--- src/rtl/uart_flag_pkg.sv ---
package uart_flag_pkg;
  localparam int NFLAG  = 7;
  // index i of the flag vector is status bit i+1
  localparam int F_FRM  = 0;
  localparam int F_NSE  = 1;
  localparam int F_OVR  = 2;
  localparam int F_IDL  = 3;
  localparam int F_RXF  = 4;
  localparam int F_TXD  = 5;
  localparam int F_TXE  = 6;
  // reset value per flag
  localparam logic [NFLAG-1:0] RST_MASK = 7'b110_0000;
  // flags cleared by a data write (others by a data read)
  localparam logic [NFLAG-1:0] WR_MASK  = 7'b110_0000;
  localparam logic ADDR_STAT = 1'b0;
  localparam logic ADDR_DATA = 1'b1;
endpackage

--- src/rtl/uart_flag_cell.sv ---
module uart_flag_cell #(
  parameter logic RST_VAL = 1'b0
) (
  input  logic clk,
  input  logic rst,
  input  logic set_i,
  input  logic stat_rd_i,
  input  logic clr_acc_i,
  output logic flag_o,
  output logic armed_o
);
  always_ff @(posedge clk) begin
    if (rst) begin
      flag_o  <= RST_VAL;
      armed_o <= 1'b0;
    end else if (set_i) begin
      flag_o <= 1'b1;
      if (clr_acc_i) armed_o <= 1'b0;
      else if (stat_rd_i) armed_o <= flag_o;
    end else if (clr_acc_i && armed_o) begin
      flag_o  <= 1'b0;
      armed_o <= 1'b0;
    end else if (stat_rd_i) begin
      armed_o <= flag_o;
    end
  end

  assert_reset_value_R2: assert property (@(posedge clk)
    rst |=> (flag_o == RST_VAL && !armed_o));

  assert_set_on_event_R6: assert property (@(posedge clk) disable iff (rst)
    set_i |=> flag_o);
  assert_hold_unarmed_R9: assert property (@(posedge clk) disable iff (rst)
    (flag_o && !armed_o && !stat_rd_i) |=> flag_o);
  assert_no_arm_on_zero_R9: assert property (@(posedge clk) disable iff (rst)
    (stat_rd_i && !flag_o && !set_i) |=> !armed_o);
  assert_set_wins_R10: assert property (@(posedge clk) disable iff (rst)
    (set_i && clr_acc_i) |=> (flag_o && !armed_o));
endmodule

--- src/rtl/uart_flag_bus.sv ---
module uart_flag_bus #(
  parameter int DATA_W = 8
) (
  input  logic              clk,
  input  logic              rst,
  input  logic              bus_rd,
  input  logic              bus_wr,
  input  logic              bus_addr,
  input  logic [DATA_W-1:0] bus_wdata,
  input  logic [7:0]        status_i,
  input  logic              rx_move_i,
  input  logic [DATA_W-1:0] rx_byte_i,
  output logic              stat_rd_o,
  output logic              data_rd_o,
  output logic              data_wr_o,
  output logic [DATA_W-1:0] bus_rdata,
  output logic [DATA_W-1:0] tx_hold_o
);
  import uart_flag_pkg::*;
  logic [DATA_W-1:0] rx_buf;
  logic [DATA_W-1:0] stat_ext;

  assign stat_rd_o = bus_rd && (bus_addr == ADDR_STAT);
  assign data_rd_o = bus_rd && (bus_addr == ADDR_DATA);
  assign data_wr_o = bus_wr && (bus_addr == ADDR_DATA);

  generate
    if (DATA_W > 8) begin : g_wide
      assign stat_ext = {{(DATA_W-8){1'b0}}, status_i};
    end else begin : g_narrow
      assign stat_ext = status_i[DATA_W-1:0];
    end
  endgenerate

  always_ff @(posedge clk) begin
    if (rst) begin
      rx_buf    <= '0;
      tx_hold_o <= '0;
      bus_rdata <= '0;
    end else begin
      if (rx_move_i) rx_buf <= rx_byte_i;
      if (data_wr_o) tx_hold_o <= bus_wdata;
      if (stat_rd_o) bus_rdata <= stat_ext;
      else if (data_rd_o) bus_rdata <= rx_buf;
    end
  end

  assert_tx_hold_load_R13: assert property (@(posedge clk) disable iff (rst)
    data_wr_o |=> (tx_hold_o == $past(bus_wdata)));
endmodule

--- src/rtl/uart_flag_irq.sv ---
module uart_flag_irq #(
  parameter int NSRC = 3
) (
  input  logic            clk,
  input  logic            rst,
  input  logic [NSRC-1:0] src_i,
  input  logic [NSRC-1:0] en_i,
  output logic            irq_o
);
  always_ff @(posedge clk) begin
    if (rst) irq_o <= 1'b0;
    else     irq_o <= |(src_i & en_i);
  end

  assert_irq_raise_R12: assert property (@(posedge clk) disable iff (rst)
    (|(src_i & en_i)) |=> irq_o);
  assert_irq_quiet_R12: assert property (@(posedge clk) disable iff (rst)
    (en_i == '0) |=> !irq_o);
endmodule

--- src/rtl/uart_flag_bank.sv ---
module uart_flag_bank #(
  parameter int DATA_W = 8
) (
  input  logic              clk,
  input  logic              rst,
  input  logic              bus_rd,
  input  logic              bus_wr,
  input  logic              bus_addr,
  input  logic [DATA_W-1:0] bus_wdata,
  output logic [DATA_W-1:0] bus_rdata,
  input  logic              tx_move_i,
  input  logic              tx_busy_i,
  input  logic              rx_move_i,
  input  logic [DATA_W-1:0] rx_byte_i,
  input  logic              idle_i,
  input  logic              overrun_i,
  input  logic              noise_i,
  input  logic              frame_err_i,
  input  logic [2:0]        irq_en_i,
  output logic [7:0]        flags_o,
  output logic [DATA_W-1:0] tx_hold_o,
  output logic              irq_o
);
  import uart_flag_pkg::*;

  logic             stat_rd, data_rd, data_wr;
  logic [NFLAG-1:0] set_vec, clr_vec, flag_vec, arm_vec;
  logic             txd_set;

  // transmit-finished follows transmit-empty only while the line is quiet
  assign txd_set = !tx_busy_i &&
                   (tx_move_i || (flag_vec[F_TXE] && !data_wr));

  assign set_vec[F_TXE] = tx_move_i;
  assign set_vec[F_TXD] = txd_set;
  assign set_vec[F_RXF] = rx_move_i;
  assign set_vec[F_IDL] = idle_i;
  assign set_vec[F_OVR] = overrun_i;
  assign set_vec[F_NSE] = noise_i;
  assign set_vec[F_FRM] = frame_err_i;

  genvar i;
  generate
    for (i = 0; i < NFLAG; i++) begin : g_flag
      assign clr_vec[i] = WR_MASK[i] ? data_wr : data_rd;
      uart_flag_cell #(.RST_VAL(RST_MASK[i])) u_cell (
        .clk      (clk),
        .rst      (rst),
        .set_i    (set_vec[i]),
        .stat_rd_i(stat_rd),
        .clr_acc_i(clr_vec[i]),
        .flag_o   (flag_vec[i]),
        .armed_o  (arm_vec[i])
      );
    end
  endgenerate

  assign flags_o = {flag_vec, 1'b0};

  uart_flag_bus #(.DATA_W(DATA_W)) u_bus (
    .clk      (clk),
    .rst      (rst),
    .bus_rd   (bus_rd),
    .bus_wr   (bus_wr),
    .bus_addr (bus_addr),
    .bus_wdata(bus_wdata),
    .status_i (flags_o),
    .rx_move_i(rx_move_i),
    .rx_byte_i(rx_byte_i),
    .stat_rd_o(stat_rd),
    .data_rd_o(data_rd),
    .data_wr_o(data_wr),
    .bus_rdata(bus_rdata),
    .tx_hold_o(tx_hold_o)
  );

  uart_flag_irq #(.NSRC(3)) u_irq (
    .clk  (clk),
    .rst  (rst),
    .src_i({flag_vec[F_RXF], flag_vec[F_TXD], flag_vec[F_TXE]}),
    .en_i (irq_en_i),
    .irq_o(irq_o)
  );

  assert_txd_blocked_busy_R4: assert property (@(posedge clk) disable iff (rst)
    (tx_busy_i && !flag_vec[F_TXD]) |=> !flag_vec[F_TXD]);
  assert_status_write_ignored_R11: assert property (@(posedge clk) disable iff (rst)
    (bus_wr && bus_addr == ADDR_STAT && set_vec == '0) |=>
      (flag_vec == $past(flag_vec) && arm_vec == $past(arm_vec)));
  assert_bit0_zero_R1: assert property (@(posedge clk) disable iff (rst)
    $past(stat_rd) |-> !bus_rdata[0]);
endmodule

--- config.mk ---
export PLATFORM = sky130hd
export DESIGN_NAME = uart_flag_bank
export DESIGN_NICKNAME = d
export VERILOG_FILES = /design/src/rtl/uart_flag_pkg.sv /design/src/rtl/uart_flag_cell.sv /design/src/rtl/uart_flag_bus.sv /design/src/rtl/uart_flag_irq.sv /design/src/rtl/uart_flag_bank.sv
export SDC_FILE = /design/constraint.sdc
export NUM_CORES = 1
export LEC_CHECK = 0
export BUFFER_PORTS_ARGS = -buffer_cell sky130_fd_sc_hd__buf_2
export CELL_PAD_IN_SITES_DETAIL_PLACEMENT = 1
export CELL_PAD_IN_SITES_GLOBAL_PLACEMENT = 2
export CORE_UTILIZATION = 30
export DETAILED_ROUTE_END_ITERATION = 16
export GPL_TIMING_DRIVEN = 1
export PLACE_DENSITY = 0.87
export RECOVER_POWER = 25
export REMOVE_ABC_BUFFERS = 1
export SLEW_MARGIN = 20
export SYNTH_ARGS = -nofsm -noshare
export SYNTH_HDL_FRONTEND = slang
export SYNTH_SLANG_ARGS = --single-unit
--- constraint.sdc ---
create_clock -name clk -period 2.36 [get_ports clk]
set_input_delay 0 -clock clk [delete_from_list [all_inputs] [get_ports clk]]
set_output_delay 0 -clock clk [all_outputs]
set_load 0.02 [all_outputs]
* Word level (Yosys, flattened, before mapping) *
Index checks and enable logic that the tools add are counted.

storage, ports and cells
  input port bits = 31
  bits in registers = 39
  word-level logic and storage cells = 86
  output and inout port bits = 25

operators by class
  mux-type cells = 40
  reduce and logical (&&, ||, !) cells = 25
  bitwise operators = 2

operators by type and width
  operator            number
  1-bit two-way mux   38
  8-bit two-way mux   2
  1-bit logical AND   12
  2-bit nonzero test  6
  2-bit OR reduction  3
  3-bit AND           1
  3-bit OR reduction  1
  1-bit logical NOT   2
  1-bit logical OR    1
  1-bit inverter      1

* Logic depth before layout (Yosys ltp) *
Gate-level depths: netlist of run 1.

  depth after elaboration = 6
  gate-level depth with buffers = 5
  gate-level depth less buffers = 3

* Modules after synthesis *
A second synthesis of run 1 with hierarchy kept.

second synthesis, totals
  cells, all modules = 165
  area total of the unflattened synthesis = 1700.4 um^2

modules (own cells, without submodules)
  module                                  times used  cells each  seq. area each (um^2)  area each (um^2)
  uart_flag_bus                           1           101         480.5                  1019.7
  uart_flag_cell at g_flag[0].u_cell ...  5           8           40.0                   88.8
  uart_flag_cell at g_flag[5].u_cell ...  2           8           40.0                   86.3
  uart_flag_irq                           1           3           20.0                   33.8
  uart_flag_bank                          1           5           0.0                    30.0

* Worst setup path after synthesis of run 1 *
No wires, ideal clock.

  kind = reg2reg
  from = register g_flag[6].u_cell.flag_o
  to = register u_irq.irq_o
  data required time = 2.236 ns
  slack = 1.565 ns
  arrival = 0.672 ns
  cell stages (with the launch flop) = 3
  buffers on the path = 0
  period minus slack after synthesis = 0.795 ns
  cells stage by stage = dfxtp_1 a222oi_1 nor2_1

between the ends
  cells in the longest elaborated chain, start to end = 2

RTL lines
  element                   line                  source
  start: declaration        uart_flag_cell.sv:9   output logic flag_o,
  start signal: assignment  uart_flag_cell.sv:14  flag_o <= RST_VAL;
  start signal: assignment  uart_flag_cell.sv:17  flag_o <= 1'b1;
  start signal: assignment  uart_flag_cell.sv:21  flag_o <= 1'b0;
  3-bit AND                 uart_flag_irq.sv:12   else irq_o <= |(src_i & en_i);
  3-bit OR reduction        uart_flag_irq.sv:12
  end signal: assignment    uart_flag_irq.sv:12
  end: declaration          uart_flag_irq.sv:8    output logic irq_o

No other way between the ends.
A chain may end at the register's enable or synchronous reset.

* Worst setup path in the final report of run 1 *
  from = register g_flag[4].u_cell.flag_o
  to = register u_irq.irq_o

between the ends
  cells in the longest elaborated chain, start to end = 2

RTL lines
  element                   line
  start: declaration        uart_flag_cell.sv:9
  start signal: assignment  uart_flag_cell.sv:14
  start signal: assignment  uart_flag_cell.sv:17
  start signal: assignment  uart_flag_cell.sv:21
  3-bit AND                 uart_flag_irq.sv:12
  3-bit OR reduction        uart_flag_irq.sv:12

No other way between the ends.

==> results of run 1 <==
## worst min-delay path, cell delays in order
cell and delay (ns):
buf_2 0.09, nand2b_1 0.12, o32ai_1 0.07
## registers in the layout, summed over array words and instances (netlist names)
name / flops
u_bus.rx_buf: 8
g_flag.u_cell.armed_o: 7
u_bus.tx_hold_o: 8
g_flag.u_cell.flag_o: 7
u_bus.bus_rdata: 8
u_irq.irq_o: 1
## synthesized netlist by cell type, drive strengths merged
cell type | n | area [sq um]
o22ai | 1 | 6.26
nor2 | 21 | 78.8
o32ai | 2 | 17.5
a21oi | 20 | 100
and2 | 1 | 6.26
a211oi | 7 | 52.6
conb | 1 | 3.75
nand2b | 9 | 56.3
clkbuf | 3 | 11.3
dfxtp | 39 | 781
buf | 17 | 110
o21ai | 1 | 5.00
a222oi | 1 | 10.0
a211o | 1 | 8.76
nand3 | 6 | 30.0
mux2i | 17 | 170
nand2 | 18 | 67.6
nand3b | 5 | 37.5
## power by group
part	internal, mW	switching [mW]	total (mW)	leakage (nW)
clock network	0.207	0.237	0.443	0.0412
registers	0.694	0.0222	0.716	0.321
logic	0.0956	0.106	0.202	0.563
total	0.996	0.365	1.36	0.926
## cell type report
| cell class | count | area, sq um |
|---|---|---|
| fillers | 593 | 2730 |
| well taps | 67 | 83.8 |
| repair buffers | 79 | 520 |
| flip-flops and latches | 39 | 781 |
| clock inverters | 2 | 12.5 |
| multi-input cells | 111 | 651 |
| clock buffers | 6 | 72.6 |
## stage by stage
stage / instances / util [%] / hold slack, ns / setup slack, ns / area (sq um)
6_report: 304 / 43.7 / 0.0459 / 0.866 / 2120
5_1_grt: 304 / 43.7 / 0.0882 / 0.757 / 2120
4_1_cts: 304 / 43.7 / 0.0423 / 0.876 / 2120
3_5_place_dp: 271 / 36.8 / 0.206 / 1.08 / 1790
3_3_place_gp: 271 / 36.8 / 0.200 / 1.09 / 1790
2_1_floorplan: 150 / - / 0.0691 / 1.47 / 1430
## cell families (layout without fill, tap and decap cells)
logic type,count (synthesis),after routing,share of synthesized area (%)
other,1,1,0.242
flip-flops,39,39,50.3
AO/OA/AOI/OAI,33,33,12.9
multiplexers,17,17,11.0
buffers and inverters,20,87,7.82
AND/OR/NAND/NOR,60,60,17.8
## per-layer routing
layer	vias up	global-route usage [%]	wire length, um	part of all wire, %
met5	-	0	0	0
met4	0	5.13	50	1.3
met3	6	5.56	227	5.9
met2	44	26.9	1830	48
met1	665	18.1	1720	45
li1	699	-	-	-
## how the worst min path moves through the flow
stage	startpoint	end	slack, ns	cells after the start
2_1_floorplan	rst	g_flag[0].u_cell.armed_o$_SDFF_PP0_	0.07	1
3_3_place_gp	tx_busy_i	g_flag[5].u_cell.flag_o$_SDFFE_PP1P_	0.20	2
3_5_place_dp	tx_move_i	g_flag[6].u_cell.flag_o$_SDFFE_PP1P_	0.21	2
4_1_cts	bus_wr	g_flag[5].u_cell.armed_o$_SDFF_PP0_	0.04	3
5_1_grt	bus_wr	g_flag[5].u_cell.armed_o$_SDFF_PP0_	0.09	3
6_report	bus_wr	g_flag[5].u_cell.armed_o$_SDFF_PP0_	0.05	3
==> results_dict.tcl, run 1 <==
set metrics [dict create \
    arrival_ns 1.65 \
    ff2ff_setup_slack_ns 0.87 \
    ir_drop_mv 0.341 \
    ys_seq_area_share_pct 50.3 \
    final_common_cell "buf_2" \
    fin_skew_ns 0.00569 \
    critPathCaptureType "flip-flop" \
    io_pins 56 \
    slowest_stage "dlygate4sd3_1" \
    track_usage_pct 15.6 \
    vias_per_cell 4.65 \
    synth_cells 170 \
    power_mw 1.36 \
    period_share_pct 63.3 \
    hold_class "input pin to flip-flop" \
    drt-initial-drc-count 75 \
    relSlewSlack_pct 50.2 \
    status "completed" \
    period_minus_slack_ns 1.49 \
    yosysWarnings 0 \
    finalWirelength_um 3830 \
    cp_num_buf_inv 1 \
    drt_first_pass_iters 4 \
    tns_ns 0 \
    insertedDiodeCount 0 \
    dp_hpwl_um 2410 \
    cts_buffer_depth 2 \
    vias 1414 \
    max_stage_delay_ns 0.60 \
    synth_area_sq_um 1550 \
    portBuffers 54 \
    antenna_found_initial 0 \
    grt_max_degree 42 \
    synth.avg_cell_area_sq_um 9.13 \
    rsz0062_at_grt "false" \
    grt_pass1_wl_um 6390 \
    clock.fmax_mhz 669 \
    die_w_um 73.9 \
    reg2reg_depth 3 \
    setup_violations 0 \
    worstSetupStartpointType "flip-flop" \
    maxCapViolations 0 \
    yosys_register_bits 39 \
    drive_gt1_share_pct 25.7 \
    leakage_nw 0.926 \
    core-area_sq_um 4850 \
    cts_resized 0 \
    die_h_um 73.9 \
    endpoint "u_irq.irq_o$_SDFF_PP0_" \
    r2r_start "g_flag[4].u_cell.flag_o$_SDFFE_PP0P_" \
    routedWlPerCell_um 12.6 \
    dieArea_sq_um 5470 \
    critical_path.startpoint "g_flag[4].u_cell.flag_o$_SDFFE_PP0P_" \
    h-tree-depth 2 \
    numCtsBuffers 5 \
    cts_sinks 39 \
    initial_utilization_pct 32.0 \
    powerDensity_nw_per_um2 642 \
    syn2layout_area_growth_pct 36.6 \
    gp_congestion 0.666 \
    ys_types 19 \
    drc 0 \
    critPathRequiredTime_ns 2.52 \
    regToRegEndpoint "u_irq.irq_o$_SDFF_PP0_" \
    overflow 0 \
    num-nets-final 267 \
    grt_pass1_vias 1427 \
    clk_pin_slew_ns 0.08 \
    hold_violations 0 \
    critical_path_class "flip-flop to flip-flop" \
    antenna_left 0 \
    worst-path-stages 3 \
    final_cell_mix "buf_2, dfxtp_1, dlygate4sd3_1, nor2_1, a21oi_1" \
    tightestPinTransition_ns 0.747 \
    crit_path_max_fanout 5 \
    root_buffer "clkbuf_8" \
    postCtsSetupBuffers 0 \
    crit_chain "a222oi_1 > dlygate4sd3_1 > nor2_1" \
    rows 25 \
    clkLatencyLatePin_ns 0.29 \
    slew_viol_final 0 \
    cts_tree "built" \
    hold_buffers 25 \
    critPathTopFamily "buffers and inverters" \
]
(Power assumes the default switching activity.)
==> inputs of run 2 (changes only) <==
--- a/config.mk
+++ b/config.mk
@@ -5,13 +5,14 @@
 export SDC_FILE = /design/constraint.sdc
 export NUM_CORES = 1
 export LEC_CHECK = 0
+export ABC_AREA = 1
 export BUFFER_PORTS_ARGS = -buffer_cell sky130_fd_sc_hd__buf_2
 export CELL_PAD_IN_SITES_DETAIL_PLACEMENT = 1
 export CELL_PAD_IN_SITES_GLOBAL_PLACEMENT = 2
-export CORE_UTILIZATION = 30
+export CORE_UTILIZATION = 23
 export DETAILED_ROUTE_END_ITERATION = 16
 export GPL_TIMING_DRIVEN = 1
-export PLACE_DENSITY = 0.87
+export PLACE_DENSITY = 0.77
 export RECOVER_POWER = 25
 export REMOVE_ABC_BUFFERS = 1
 export SLEW_MARGIN = 20
==> constraint.sdc (replaced) <==
create_clock -name clk -period 1.3 [get_ports clk]
set_input_delay 0 -clock clk [delete_from_list [all_inputs] [get_ports clk]]
set_output_delay 0 -clock clk [all_outputs]
set_load 0.02 [all_outputs]
==> run 2 against run 1 <==
Cell count rose by 30%; utilization fell by 10 points; sequential share of layout area fell by 2.3 points; highest routed layer unchanged.
==> results_dict.tcl, run 2 <==
set metrics [dict create \
    status "completed" \
    cts_buffer_depth 2 \
    initial_utilization_pct 23.9 \
    period_minus_slack_ns 1.06 \
    cts_sinks 39 \
    die_w_um 86.1 \
    synth_ff_type "dfxtp_1" \
    antenna_left 0 \
    synth_edf_count 0 \
    gp_congestion 0.726 \
    clk_pin_slew_ns 0.08 \
    antenna_found_initial 0 \
    finalWirelength_um 4810 \
    hold_violations 0 \
    tns_ns 0 \
    crit_path_max_fanout 33 \
    slowest_stage "dlygate4sd3_1" \
    netlist.area_leader.share_pct 48.0 \
    core-area_sq_um 6790 \
    ys_seq_area_share_pct 48.0 \
    ir_drop_mv 0.389 \
    grt_pass1_vias 1702 \
    synth_area_leaders "dfxtp_1, nor2_1, nand2_1, nand3_1, o21ai_0" \
    cts_tree "built" \
    vias 1643 \
    rows 30 \
    insertedDiodeCount 0 \
    clkLatencyLatePin_ns 0.29 \
    yosysMostFrequentCell "nor2_1" \
    synth_cells 227 \
    maxCapViolations 0 \
    powerDensity_nw_per_um2 1220 \
    h-tree-depth 2 \
    yosysWarnings 0 \
    clock.fmax_mhz 946 \
    yosys_register_bits 39 \
    drive_gt1_share_pct 20.1 \
    arrival_ns 1.28 \
    postCtsSetupBuffers 0 \
    track_usage_pct 13.9 \
    num-nets-final 328 \
    dp_hpwl_um 3300 \
    ys_types 19 \
    vias_per_cell 4.17 \
    slew_viol_final 0 \
    leakage_nw 1.07 \
    rsz0062_at_grt "false" \
    root_buffer "clkbuf_8" \
    grt_pass1_wl_um 8050 \
    setup_violations 0 \
    final_cell_mix "nor2_1, buf_2, nand2_1, dfxtp_1, nand3_1" \
    critPathCaptureType "flip-flop" \
    power_mw 2.76 \
    syn2layout_area_growth_pct 39.2 \
    crit_chain "dlygate4sd3_1 > buf_2 > inv_4 > o21ai_0 > nor2_1" \
    routedWlPerCell_um 12.2 \
    grt_max_degree 34 \
    async_flop_share_pct 0 \
    critPathRequiredTime_ns 1.52 \
    max_stage_delay_ns 0.53 \
    yosys-top-cells-count "nor2_1, nand2_1, dfxtp_1, nand3_1, o21ai_0" \
    yosysTopAreaCell "dfxtp_1" \
    reg_top3 "u_bus.bus_rdata x8, u_bus.rx_buf x8, u_bus.tx_hold_o x8" \
    drc 0 \
    hold_class "input pin to flip-flop" \
    drt_first_pass_iters 4 \
    worstSetupStartpointType "input pin" \
    io_pins 56 \
    overflow 0 \
    dieArea_sq_um 7410 \
    numCtsBuffers 5 \
    final_common_cell "nor2_1" \
    period_share_pct 81.3 \
    synth.avg_cell_area_sq_um 7.16 \
    fin_skew_ns 0.00778 \
    drt-initial-drc-count 47 \
    synth_area_sq_um 1630 \
    portBuffers 54 \
    critical_path_class "input pin to flip-flop" \
    die_h_um 86.1 \
]
==> run 2: cell families (layout without fill, tap and decap cells) <==
group,count (synthesis),in the layout,synth area share (%)
other cells,1,1,0.231
flops,39,39,48.0
buf+inv,34,105,11.0
simple gates,120,120,30.6
compound gates,33,33,10.2
==> run 2: area by class of cell <==
cell class,instances,area [sq um]
Sequential cell,39,781
Inverter,17,66.3
Tap cell,96,120
Multi-Input combinational cell,154,666
Clock inverter,2,35.0
Clock buffer,6,82.6
Fill cell,863,4530
Timing Repair Buffer,80,512
==> run 2: worst max-delay path, delay by kind of cell <==
kind,cells,cell delay [ns]
and+or+nand+nor,1,0.14
buffers and inverters,3,0.98
AOI/OAI and AO/OA,1,0.16
==> run 2: final timing paths <==
| path | end | slack [ns] | startpoint | cells past startpoint |
|---|---|---|---|---|
| worst max-delay path | g_flag[0].u_cell.armed_o$_SDFF_PP0_ | 0.24 | rst | 5 |
| worst min-delay path | u_irq.irq_o$_SDFF_PP0_ | 0.003 | irq_en_i[2] | 5 |
| worst max register to register | g_flag[4].u_cell.armed_o$_SDFF_PP0_ | 0.43 | g_flag[4].u_cell.flag_o$_SDFFE_PP0P_ | 3 |
| worst min register to register | u_bus.bus_rdata[0]$_SDFFE_PP0N_ | 0.47 | u_bus.rx_buf[0]$_SDFFE_PP0P_ | 2 |
==> run 2: metrics by stage <==
stage                     utilization [%]  cell area, sq um  setup WS (ns)  instances  hold slack (ns)
after floorplan                         -              1510          0.445        210           0.0691
after global placement               28.3              1920          0.309        363            0.225
after detailed placement             28.3              1920          0.294        363            0.228
after CTS                            33.4              2270         0.0498        394         0.000745
after global routing                 33.3              2260          0.133        394           0.0478
final                                33.3              2260          0.243        394          0.00340
==> run 2: layer usage <==
metal	GRT usage [%]	vias up	part of all wire, %
met5	0	-	0
met4	3.48	0	0.48
met3	3.27	3	4.5
met2	24.0	43	46
met1	17.5	745	49
li1	-	852	-
==> run 2: what timing repair did <==
action,4_1_cts,5_1_grt
setup endpoints to repair,0,22
hold buffers,23,0
resized for setup,0,1
endpoints found under the hold margin,23,0
==> run 2: power by group <==
part | internal, mW | switching, mW | leakage [nW]
Combinational | 0.171 | 0.238 | 0.686
Sequential | 1.26 | 0.0406 | 0.322
Clock | 0.621 | 0.427 | 0.0612
==> inputs of run 3 (changes only) <==
--- a/config.mk
+++ b/config.mk
@@ -9,10 +9,10 @@
 export BUFFER_PORTS_ARGS = -buffer_cell sky130_fd_sc_hd__buf_2
 export CELL_PAD_IN_SITES_DETAIL_PLACEMENT = 1
 export CELL_PAD_IN_SITES_GLOBAL_PLACEMENT = 2
-export CORE_UTILIZATION = 23
+export CORE_UTILIZATION = 26
 export DETAILED_ROUTE_END_ITERATION = 16
 export GPL_TIMING_DRIVEN = 1
-export PLACE_DENSITY = 0.77
+export PLACE_DENSITY = 0.82
 export RECOVER_POWER = 25
 export REMOVE_ABC_BUFFERS = 1
 export SLEW_MARGIN = 20
==> constraint.sdc (replaced) <==
create_clock -name clk -period 1 [get_ports clk]
set_input_delay 0 -clock clk [delete_from_list [all_inputs] [get_ports clk]]
set_output_delay 0 -clock clk [all_outputs]
set_load 0.02 [all_outputs]
==> run 3 against run 2 <==
Global-route usage is 1.2 points higher; count of clock-buffer cells in the layout stayed put; cell count is 4.8% lower; power is 17% higher; worst setup slack worse by 0.16 ns; largest power group unchanged; sequential power is 29% higher; combinational power is 36% higher; first-iteration DRC count is 6.4% higher; via count is 2.2% higher.
==> results_dict.tcl, run 3 (synthesis results as in run 2) <==
set metrics [dict create \
    status "completed" \
    num-nets-final 332 \
    use_met2_pct 26.0 \
    root_buffer "clkbuf_8" \
    hold_class "input pin to flip-flop" \
    dieArea_sq_um 6570 \
    powerDensity_nw_per_um2 1440 \
    grt_max_degree 34 \
    critPathRequiredTime_ns 1.00 \
    grt_pass1_vias 1561 \
    antenna_found_initial 0 \
    worstSetupStartpointType "flip-flop" \
    clk_pin_slew_ns 0.07 \
    hold_violations 0 \
    track_usage_pct 15.1 \
    period_minus_slack_ns 0.914 \
    routedWlPerCell_um 12.4 \
    seqCellArea_sq_um 781 \
    die_h_um 81.1 \
    ir_drop_mv 0.472 \
    crit_path_max_fanout 3 \
    insertedDiodeCount 0 \
    drt-initial-drc-count 50 \
    power_mw 3.23 \
    cts_tree "built" \
    crit_chain "buf_4 > buf_2" \
    period_share_pct 91.4 \
    n_fill_cell 772 \
    overflow 0 \
    max_stage_delay_ns 0.34 \
    clock.fmax_mhz 1090 \
    place_inst 346 \
    postCtsSetupBuffers 0 \
    dp_hpwl_um 3280 \
    numCtsBuffers 5 \
    fin_cells 375 \
    cts_sinks 39 \
    use_met1_pct 17.8 \
    initial_utilization_pct 27.1 \
    grt_pass1_wl_um 7310 \
    core-area_sq_um 5990 \
    io_pins 56 \
    clkLatencyLatePin_ns 0.29 \
    preCtsSetupSlack_ns 0.0614 \
    grtUsageMet3_pct 3.37 \
    multiInputGateArea_sq_um 666 \
    leakage_nw 1.10 \
    h-tree-depth 2 \
    slew_viol_final 0 \
    hold_buffers 23 \
    cts_resized 0 \
    rows 28 \
    critical_path_class "flip-flop to primary output" \
    busiest_layer "met2" \
    final_common_cell "buf_2" \
    maxCapViolations 0 \
    vias 1679 \
    finalWirelength_um 4640 \
    drt_first_pass_iters 4 \
    final_cell_mix "buf_2, nor2_1, nand2_1, dfxtp_1, nand3_1" \
    portBuffers 54 \
    vias_per_cell 4.48 \
    antenna_left 0 \
    arrival_ns 0.91 \
    gp_congestion 0.738 \
    drc 0 \
    tns_ns 0 \
    cts_buffer_depth 2 \
    slowest_stage "dfxtp_1" \
    setup_ws_ns 0.0855 \
    syn2layout_area_growth_pct 38.0 \
    drive_gt1_share_pct 23.3 \
    rsz0062_at_grt "false" \
    setup_violations 0 \
    die_w_um 81.1 \
    critPathCaptureType "primary output" \
    reg_top3 "u_bus.bus_rdata x8, u_bus.rx_buf x8, u_bus.tx_hold_o x8" \
    fin_skew_ns 0.00404 \
]
==> run 3: cell types whose count changed in the layout (fill, tap and decap cells not counted), sizes merged <==
cell and change:
buf +13, clkbuf -9, bufinv -1, inv -1
==> run 3: layout make-up <==
| type | count | share of cell area [%] |
|---|---|---|
| multi-input cells | 154 | 29.7 |
| flip-flops and latches | 39 | 34.8 |
| clock buffers | 6 | 3.23 |
| inverters | 17 | 2.90 |
| well taps | 75 | 4.18 |
| repair buffers | 84 | 25.2 |
==> run 3: report_power, final <==
group / internal (mW) / switching [mW]
clock: 0.465 / 0.515
sequential: 1.65 / 0.0490
combinational: 0.245 / 0.310
total: 2.35 / 0.874
==> run 3: per-stage QoR <==
stage | hold WS [ns] | util [%] | cell area (sq um)
after floorplan | 0.0691 | - | 1510
after global placement | 0.218 | 32.4 | 1940
after detailed placement | 0.229 | 32.4 | 1940
after CTS | 0.00710 | 37.4 | 2240
after global routing | 0.0225 | 37.4 | 2240
final | 0.00683 | 37.4 | 2240
==> run 3: worst paths after layout <==
path                                             start                                   to  slack (ns)  depth (start not counted)
setup / recovery  g_flag[4].u_cell.flag_o$_SDFFE_PP0P_                           flags_o[5]        0.09                          2
setup reg to reg  g_flag[6].u_cell.flag_o$_SDFFE_PP1P_  g_flag[6].u_cell.armed_o$_SDFF_PP0_        0.15                          4
hold / removal                             irq_en_i[0]               u_irq.irq_o$_SDFF_PP0_       0.007                          5
hold reg to reg           u_bus.rx_buf[0]$_SDFFE_PP0P_      u_bus.bus_rdata[0]$_SDFFE_PP0N_        0.47                          2
==> run 3: routing by layer <==
layer | share of wire, % | vias up
met5 | 0 | -
met4 | 1.7 | 0
met3 | 3.0 | 6
met2 | 48 | 33
met1 | 47 | 782
li1 | - | 858
==> run 3: worst max-delay path, delay by kind of cell, from the launching register on <==
kind	cells	cell delay, ns
buf+inv	2	0.28
flops	1	0.34
